<file path="config.mk">
export PLATFORM = sky130hd
export DESIGN_NAME = mop_reg_array
export DESIGN_NICKNAME = d
export VERILOG_FILES = /design/src/rtl/mop_pkg.sv /design/src/rtl/mop_cmd_decode.sv /design/src/rtl/mop_bit_cell.sv /design/src/rtl/mop_reg_array.sv
export SDC_FILE = /design/constraint.sdc
export NUM_CORES = 1
export LEC_CHECK = 0
export ABC_AREA = 1
export CAP_MARGIN = 20
export CORE_UTILIZATION = 43
export DETAILED_ROUTE_END_ITERATION = 12
export DONT_BUFFER_PORTS = 1
export MAX_ROUTING_LAYER = met4
export PLACE_DENSITY = 0.55
export SYNTH_ARGS = -nofsm -noshare
export SYNTH_HDL_FRONTEND = slang
export SYNTH_SLANG_ARGS = --single-unit
</file>
<file path="constraint.sdc">
create_clock -name clk -period 8 [get_ports clk]
set_input_delay 1.6 -clock clk [delete_from_list [all_inputs] [get_ports clk]]
set_output_delay 1.6 -clock clk [all_outputs]
set_load 0.01 [all_outputs]
</file>
<file path="src/rtl/mop_pkg.sv">
package mop_pkg;

    // Selector code for each bit cell's input multiplexer
    typedef enum logic [1:0] {
        SEL_KEEP  = 2'b00,
        SEL_SHIFT = 2'b01,
        SEL_XOR   = 2'b10,
        SEL_SUM   = 2'b11
    } cell_sel_e;

    localparam int unsigned DEFAULT_WIDTH = 8;

endpackage

</file>
<file path="src/rtl/mop_cmd_decode.sv">
module mop_cmd_decode
    import mop_pkg::*;
(
    input  logic      op_shift,
    input  logic      op_xor,
    input  logic      op_add,
    output cell_sel_e sel,
    output logic      load,
    output logic      conflict
);

    logic [1:0] active_cnt;

    always_comb begin
        active_cnt = {1'b0, op_shift} + {1'b0, op_xor} + {1'b0, op_add};
        conflict   = (active_cnt > 2'd1);
        load       = (active_cnt == 2'd1);
        sel        = SEL_KEEP;
        if (load) begin
            unique case (1'b1)
                op_shift: sel = SEL_SHIFT;
                op_xor:   sel = SEL_XOR;
                op_add:   sel = SEL_SUM;
                default:  sel = SEL_KEEP;
            endcase
        end
    end

endmodule

</file>
<file path="src/rtl/mop_bit_cell.sv">
module mop_bit_cell
    import mop_pkg::*;
(
    input  logic      a_self,
    input  logic      a_below,
    input  logic      b_bit,
    input  logic      c_in,
    input  cell_sel_e sel,
    output logic      d_next,
    output logic      c_out
);

    logic half;

    always_comb begin
        half  = a_self ^ b_bit;
        c_out = ((a_self | b_bit) & c_in) | (a_self & b_bit);
        unique case (sel)
            SEL_KEEP:  d_next = a_self;
            SEL_SHIFT: d_next = a_below;
            SEL_XOR:   d_next = half;
            SEL_SUM:   d_next = half ^ c_in;
            default:   d_next = a_self;
        endcase
    end

endmodule

</file>
<file path="src/rtl/mop_reg_array.sv">
module mop_reg_array
    import mop_pkg::*;
#(
    parameter int unsigned W = DEFAULT_WIDTH
) (
    input  logic         clk,
    input  logic         rst,
    input  logic         op_shift,
    input  logic         op_xor,
    input  logic         op_add,
    input  logic [W-1:0] b_in,
    output logic [W-1:0] a_out,
    output logic         carry_out,
    output logic         conflict_err
);

    localparam int unsigned CHAIN = W + 1;

    typedef struct packed {
        logic [W-1:0] acc;
        logic         carry;
        logic         err;
    } state_t;

    state_t state_d, state_q;

    cell_sel_e      sel;
    logic           load;
    logic           conflict;
    logic [CHAIN-1:0] chain;
    logic [W-1:0]   cell_d;

    mop_cmd_decode u_decode (
        .op_shift (op_shift),
        .op_xor   (op_xor),
        .op_add   (op_add),
        .sel      (sel),
        .load     (load),
        .conflict (conflict)
    );

    assign chain[0] = 1'b0;

    for (genvar i = 0; i < W; i++) begin : g_cell
        logic below;
        if (i == 0) begin : g_lsb
            assign below = 1'b0;
        end else begin : g_upper
            assign below = state_q.acc[i-1];
        end
        mop_bit_cell u_cell (
            .a_self  (state_q.acc[i]),
            .a_below (below),
            .b_bit   (b_in[i]),
            .c_in    (chain[i]),
            .sel     (sel),
            .d_next  (cell_d[i]),
            .c_out   (chain[i+1])
        );
    end

    always_comb begin
        state_d     = state_q;
        state_d.err = conflict;
        if (load) begin
            state_d.acc = cell_d;
            if (sel == SEL_SUM) begin
                state_d.carry = chain[W];
            end
        end
    end

    always_ff @(posedge clk) begin
        if (rst) begin
            state_q <= '0;
        end else begin
            state_q <= state_d;
        end
    end

    assign a_out        = state_q.acc;
    assign carry_out    = state_q.carry;
    assign conflict_err = state_q.err;

endmodule

</file>
---- Word level (Yosys, flattened, before mapping) ----
Cells that the tools add are included.
word-level totals
  logic and storage cells ................. 69
  register bits after elaboration ......... 10
  input bits .............................. 13
  output and inout port bits .............. 10
cells by class
  magnitude comparators ................... 1
  reductions and logical operators ........ 4
  eq/ne operators ......................... 4
  muxes and demuxes ....................... 10
  bitwise gates (word level) .............. 45
  $add $sub $neg .......................... 2
operators with widths
  operator              count
  $pmux W1 S3           7
  $and A1 B1 Y1         15
  $xor A1 B1 Y1         15
  $or A1 B1 Y1          14
  $pmux W2 S3           1
  $eq A2 B1 Y1 const B  2
  $eq A2 B2 Y1 const B  2
  $reduce_and A2 Y1     2
  $add A1 B1 Y2         1
  $add A2 B1 Y2         1
  $gt A2 B1 Y1 const B  1
  $logic_not A2 Y1      1
  $mux W2               1
  $pmux W1 S2           1
  $reduce_or A2 Y1      1
  $not A1 Y1            1

---- Depth between registers and ports, before layout ----
  depth after elaboration ................. 15
  mapped depth ............................ 16
  depth with buffers taken out ............ 16

---- By module ----
From an unflattened synthesis, not the netlist that was laid out.
second synthesis, totals
  cells, all modules ...................... 195
  area, all modules ....................... 1,179.9 um^2
by module, submodules not included
  module          times used  seq. area each (um^2)  area each (um^2)  cells each
  mop_bit_cell    8           0.0                    91.3              17
  mop_reg_array   1           200.2                  370.4             46
  mop_cmd_decode  1           0.0                    78.8              13

---- Worst setup path after synthesis ----
Ideal clock, no wire load.
  kind .................................... input port to flip-flop
  start point ............................. in b_in[0]
  end point ............................... reg state_q (netlist bit a_out[7])
  arrival time ............................ 4,590 ps
  path slack .............................. 3,298 ps
  data required time ...................... 7,888 ps
  buffers on the path ..................... 0
  stages .................................. 16
  library setup time ...................... 112 ps
  cell sequence ........................... ha_1 inv_1 fa_1 fa_1 fa_1 fa_1 fa_1 inv_1 fa_1 inv_1 fa_1 inv_1 nand3_1 nand2_1 nor2_1 nor2_1
on the way
  cells in the longest elaborated chain, start to end .. 15
RTL lines
  item                         RTL line             RTL
  start: declaration           mop_reg_array.sv:11  input logic [W-1:0] b_in,
  $and A1 B1 Y1 (2 in series)  mop_bit_cell.sv:17   c_out = ((a_self | b_bit) & c_in) | (a_self & b_bit);
  $or A1 B1 Y1                 mop_bit_cell.sv:17
  $and A1 B1 Y1                mop_bit_cell.sv:17
  $or A1 B1 Y1                 mop_bit_cell.sv:17
  $and A1 B1 Y1                mop_bit_cell.sv:17
  $or A1 B1 Y1                 mop_bit_cell.sv:17
  $and A1 B1 Y1                mop_bit_cell.sv:17
  $or A1 B1 Y1                 mop_bit_cell.sv:17
  $and A1 B1 Y1                mop_bit_cell.sv:17
  $or A1 B1 Y1                 mop_bit_cell.sv:17
  $and A1 B1 Y1                mop_bit_cell.sv:17
  $or A1 B1 Y1                 mop_bit_cell.sv:17
  $xor A1 B1 Y1                mop_bit_cell.sv:22   SEL_SUM: d_next = half ^ c_in;
  $pmux W1 S3                  mop_bit_cell.sv:18   unique case (sel)
  end signal: assignment       mop_reg_array.sv:77  state_q <= state_d;
  end: declaration             mop_reg_array.sv:25  state_t state_d, state_q;
No other way between the ends.
A chain may end at the register's enable or synchronous reset.

---- Worst setup path in the final report ----
Ends and elaborated chain as after synthesis.

==> flow_summary_export.csv <==
group,metric,value,unit
outcome,status,"finished, final reports clean",
logic_synthesis,ys_seq_area_frac,0.184,
layout,drive_gt1_frac,0.142,
pwr,seq_power_share,0.359,
layout,insertedDiodeCount,0,
logic_synthesis,synth_top_area_frac,0.184,
logic_synthesis,synth_top_family_by_area,"simple AND/OR/NAND/NOR gates",
logic_synthesis,synth-xor-area-share,0,
floorplan,fp-row-count,17,
layout,layout.cells.non_filler,169,
logic_synthesis,synth_edf_count,0,
clocking,post_cts_buffers,0,
pwr,intPower,0.110,mW
logic_synthesis,synth_most_common_cell,"inv_1",
floorplan,die_y,52.3,um
logic_synthesis,syn-num-nets,179,
routing,antenna_left,0,
logic_synthesis,postSynthCellCount,149,
hold_path,hp-class,"register to register",
clocking,clock_path_buffers,2,
pwr,switchingPower,0.0727,mW
routing,drc,0,
clocking,ctsHoldBuffers,0,
logic_synthesis,synth-compound-area-share,0.0517,
logic_synthesis,synth_area_leaders,"dfxtp_1, fa_1, inv_1, nand3_1, ha_1",
placed_design,dp_slack,3.16,ns
setup_path,cpPeakStageDelay,0.48,ns
clocking,clkTransAtPathRegs,0.07,ns
pwr,switching_share,0.399,
grt,grt_pass1_wl,3570,um
timing,worst_slew_pin_slew,0.445,ns
timing,fin_crit,4.60,ns
logic_synthesis,avgSynthCellArea,7.31,sq um
logic_synthesis,ys_seq_elements,10,
routing,initialDrtViolationCount,9,
grt,antenna_found_initial,0,
setup_path,path_delay_family,"adder cells",
grt,grt_overflow,0,
grt,grt_usage,0.187,
routing,num_vias,805,
logic_synthesis,syn_area,0.00109,sq mm
setup_path,crit_chain,"ha_1, inv_1, fa_1, fa_1, fa_1, fa_1, fa_1, inv_1, fa_1, inv_1, fa_1, inv_1, nand3_1, nand2_1, nor2_1, nor2_1",
logic_synthesis,synth_top_cell_by_area,"dfxtp_1",
logic_synthesis,synthAdderAreaFrac,0.251,
placed_design,place_inst,165,
layout,nets,172,
clocking,tritoncts,"yes",
routing,viasPerCell,4.76,
timing,finClkSkew,0.00330,ns
logic_synthesis,synthMuxAreaShare,0,
floorplan,dieArea,0.00274,sq mm
timing,maxSlewHeadroom,0.703,
logic_synthesis,synthFlopType,"dfxtp_1",
setup_path,arrival,4.78,ns
timing,final_hold_viol_count,0,
timing,tns,0,ns
pwr,leakage,0.588,nW
timing,timing.final.crit_share,0.575,
routing,wl,2050,um
clocking,cts_sinks,10,
setup_path,crit_path_max_fanout,1,
timing,final-max-slew-violation-count,0,
timing,fin_ws,3.40,ns
logic_synthesis,synth_common_cells,"inv_1, nand3_1, nand2_1, dfxtp_1",
pwr,p_per_area,172,mW/mm^2
pwr,ir_drop,0.000106,V
floorplan,initial_utilization,0.474,
setup_path,end_kind,"register",
clocking,cts.htree.levels,1,
setup_path,crit_type,"primary input to register",
pwr,pwr-share-clk,0.262,
grt,grt_pass1_vias,805,
setup_path,path_buf_inv,4,
floorplan,die_w,52.3,um
placed_design,hpwlAfterDp,1540,um
layout,syn_to_final_growth,-2.76,%
clocking,cts_buffers,3,
logic_synthesis,synth-simple-area-share,0.272,
setup_path,crit_slowest_cell,"fa_1",
clocking,worstSkewPairLatency,0.27,ns
run,drv_cap,0,
setup_path,cp_common_cell,"fa_1",
clocking,post_cts_resized,0,
placed_design,io_buffers,0,
setup_path,crit_required,8.18,ns
timing,fmax,217,MHz
setup_path,start_kind,"primary input",
grt,grt_start_max_net_pins,14,
routing,first_pass_iters,4,
setup_path,regToRegSetupSlack,4.21,ns
floorplan,io_pins,23,
timing,hold_ws,0.559,ns
logic_synthesis,async_reset_ff_frac,0,
timing,rsz0062_at_grt,"no",
floorplan,core-area,0.00230,sq mm
routing,routedWlPerCell,12.1,um
pwr,comb_power_share,0.379,
clocking,root_buffer,"clkbuf_4",
logic_synthesis,synthDistinctLibCells,19,
placed_design,gp_congestion,0.802,
timing,setup_violations,0,
logic_synthesis,synth_warnings,0,
## routing by layer
metal	global-route usage	wire length [um]	up-vias
li1	-	-	418
met1	0.214	959	364
met5	-	0	-
met3	0.0667	89	4
met2	0.300	980	19
met4	0.0702	21	0
## layout by cell type (no fill, tap or decap), drive strengths merged
cell type | Yosys | final
inv | 41 | 41
nand3 | 27 | 27
nand2 | 22 | 22
dfxtp | 10 | 10
ha | 9 | 9
nor2 | 9 | 9
fa | 8 | 8
o21ai | 6 | 6
clkbuf | 0 | 4
a21oi | 3 | 3
clkinv | 2 | 2
## power by group through the flow
stage	Clock, mW	Combinational (mW)	Sequential [mW]
floorplan	0	0.0712	0.0618
global placement	0	0.0662	0.0668
detailed placement	0	0.0689	0.0668
CTS	0.0503	0.0693	0.0657
global route	0.0527	0.0809	0.0666
finish	0.0477	0.0691	0.0655
## area by class of cell
cell class | instances | area [sq um]
clock buffer | 4 | 36.3
tap | 28 | 35.0
fill | 236 | 1240
multi-input combinational | 84 | 626
inverter | 43 | 161
sequential | 10 | 200
## flip-flops by register name, indices dropped and copies added, names as in the netlist
name / cells
a_out: 8
carry_out: 1
conflict_err: 1
## worst reg2reg max path, stage by stage (launching register included)
cell,delay (ns)
dfxtp_1,0.45
ha_1,0.19
inv_1,0.05
fa_1,0.38
fa_1,0.42
fa_1,0.40
fa_1,0.39
fa_1,0.36
inv_1,0.07
fa_1,0.15
inv_1,0.05
fa_1,0.48
inv_1,0.04
nand3_1,0.08
nand2_1,0.07
nor2_1,0.09
nor2_1,0.04
## final timing paths
kind                                from                endpoint  depth (start not counted)
hold / removal    carry_out$_SDFFE_PP0P_  carry_out$_SDFFE_PP0P_                          2
setup / recovery                 b_in[0]   a_out[7]$_SDFFE_PP0P_                         16
hold reg to reg   carry_out$_SDFFE_PP0P_  carry_out$_SDFFE_PP0P_                          2
setup reg to reg   a_out[0]$_SDFFE_PP0P_   a_out[7]$_SDFFE_PP0P_                         16
## cells by family after synthesis
family,Yosys count
compound gates,9
simple gates,58
buf+inv,55
fa+ha+maj,17
flops,10
## stage by stage
step                      area [sq um]  power [mW]  utilization
after global routing              1060       0.200        0.461
after CTS                         1060       0.185        0.461
final                             1060       0.182        0.461
after detailed placement          1020       0.136        0.445
after global placement            1020       0.133        0.445
after floorplan                   1090       0.133            -
Note: power is estimated with default switching activity, not from simulation.
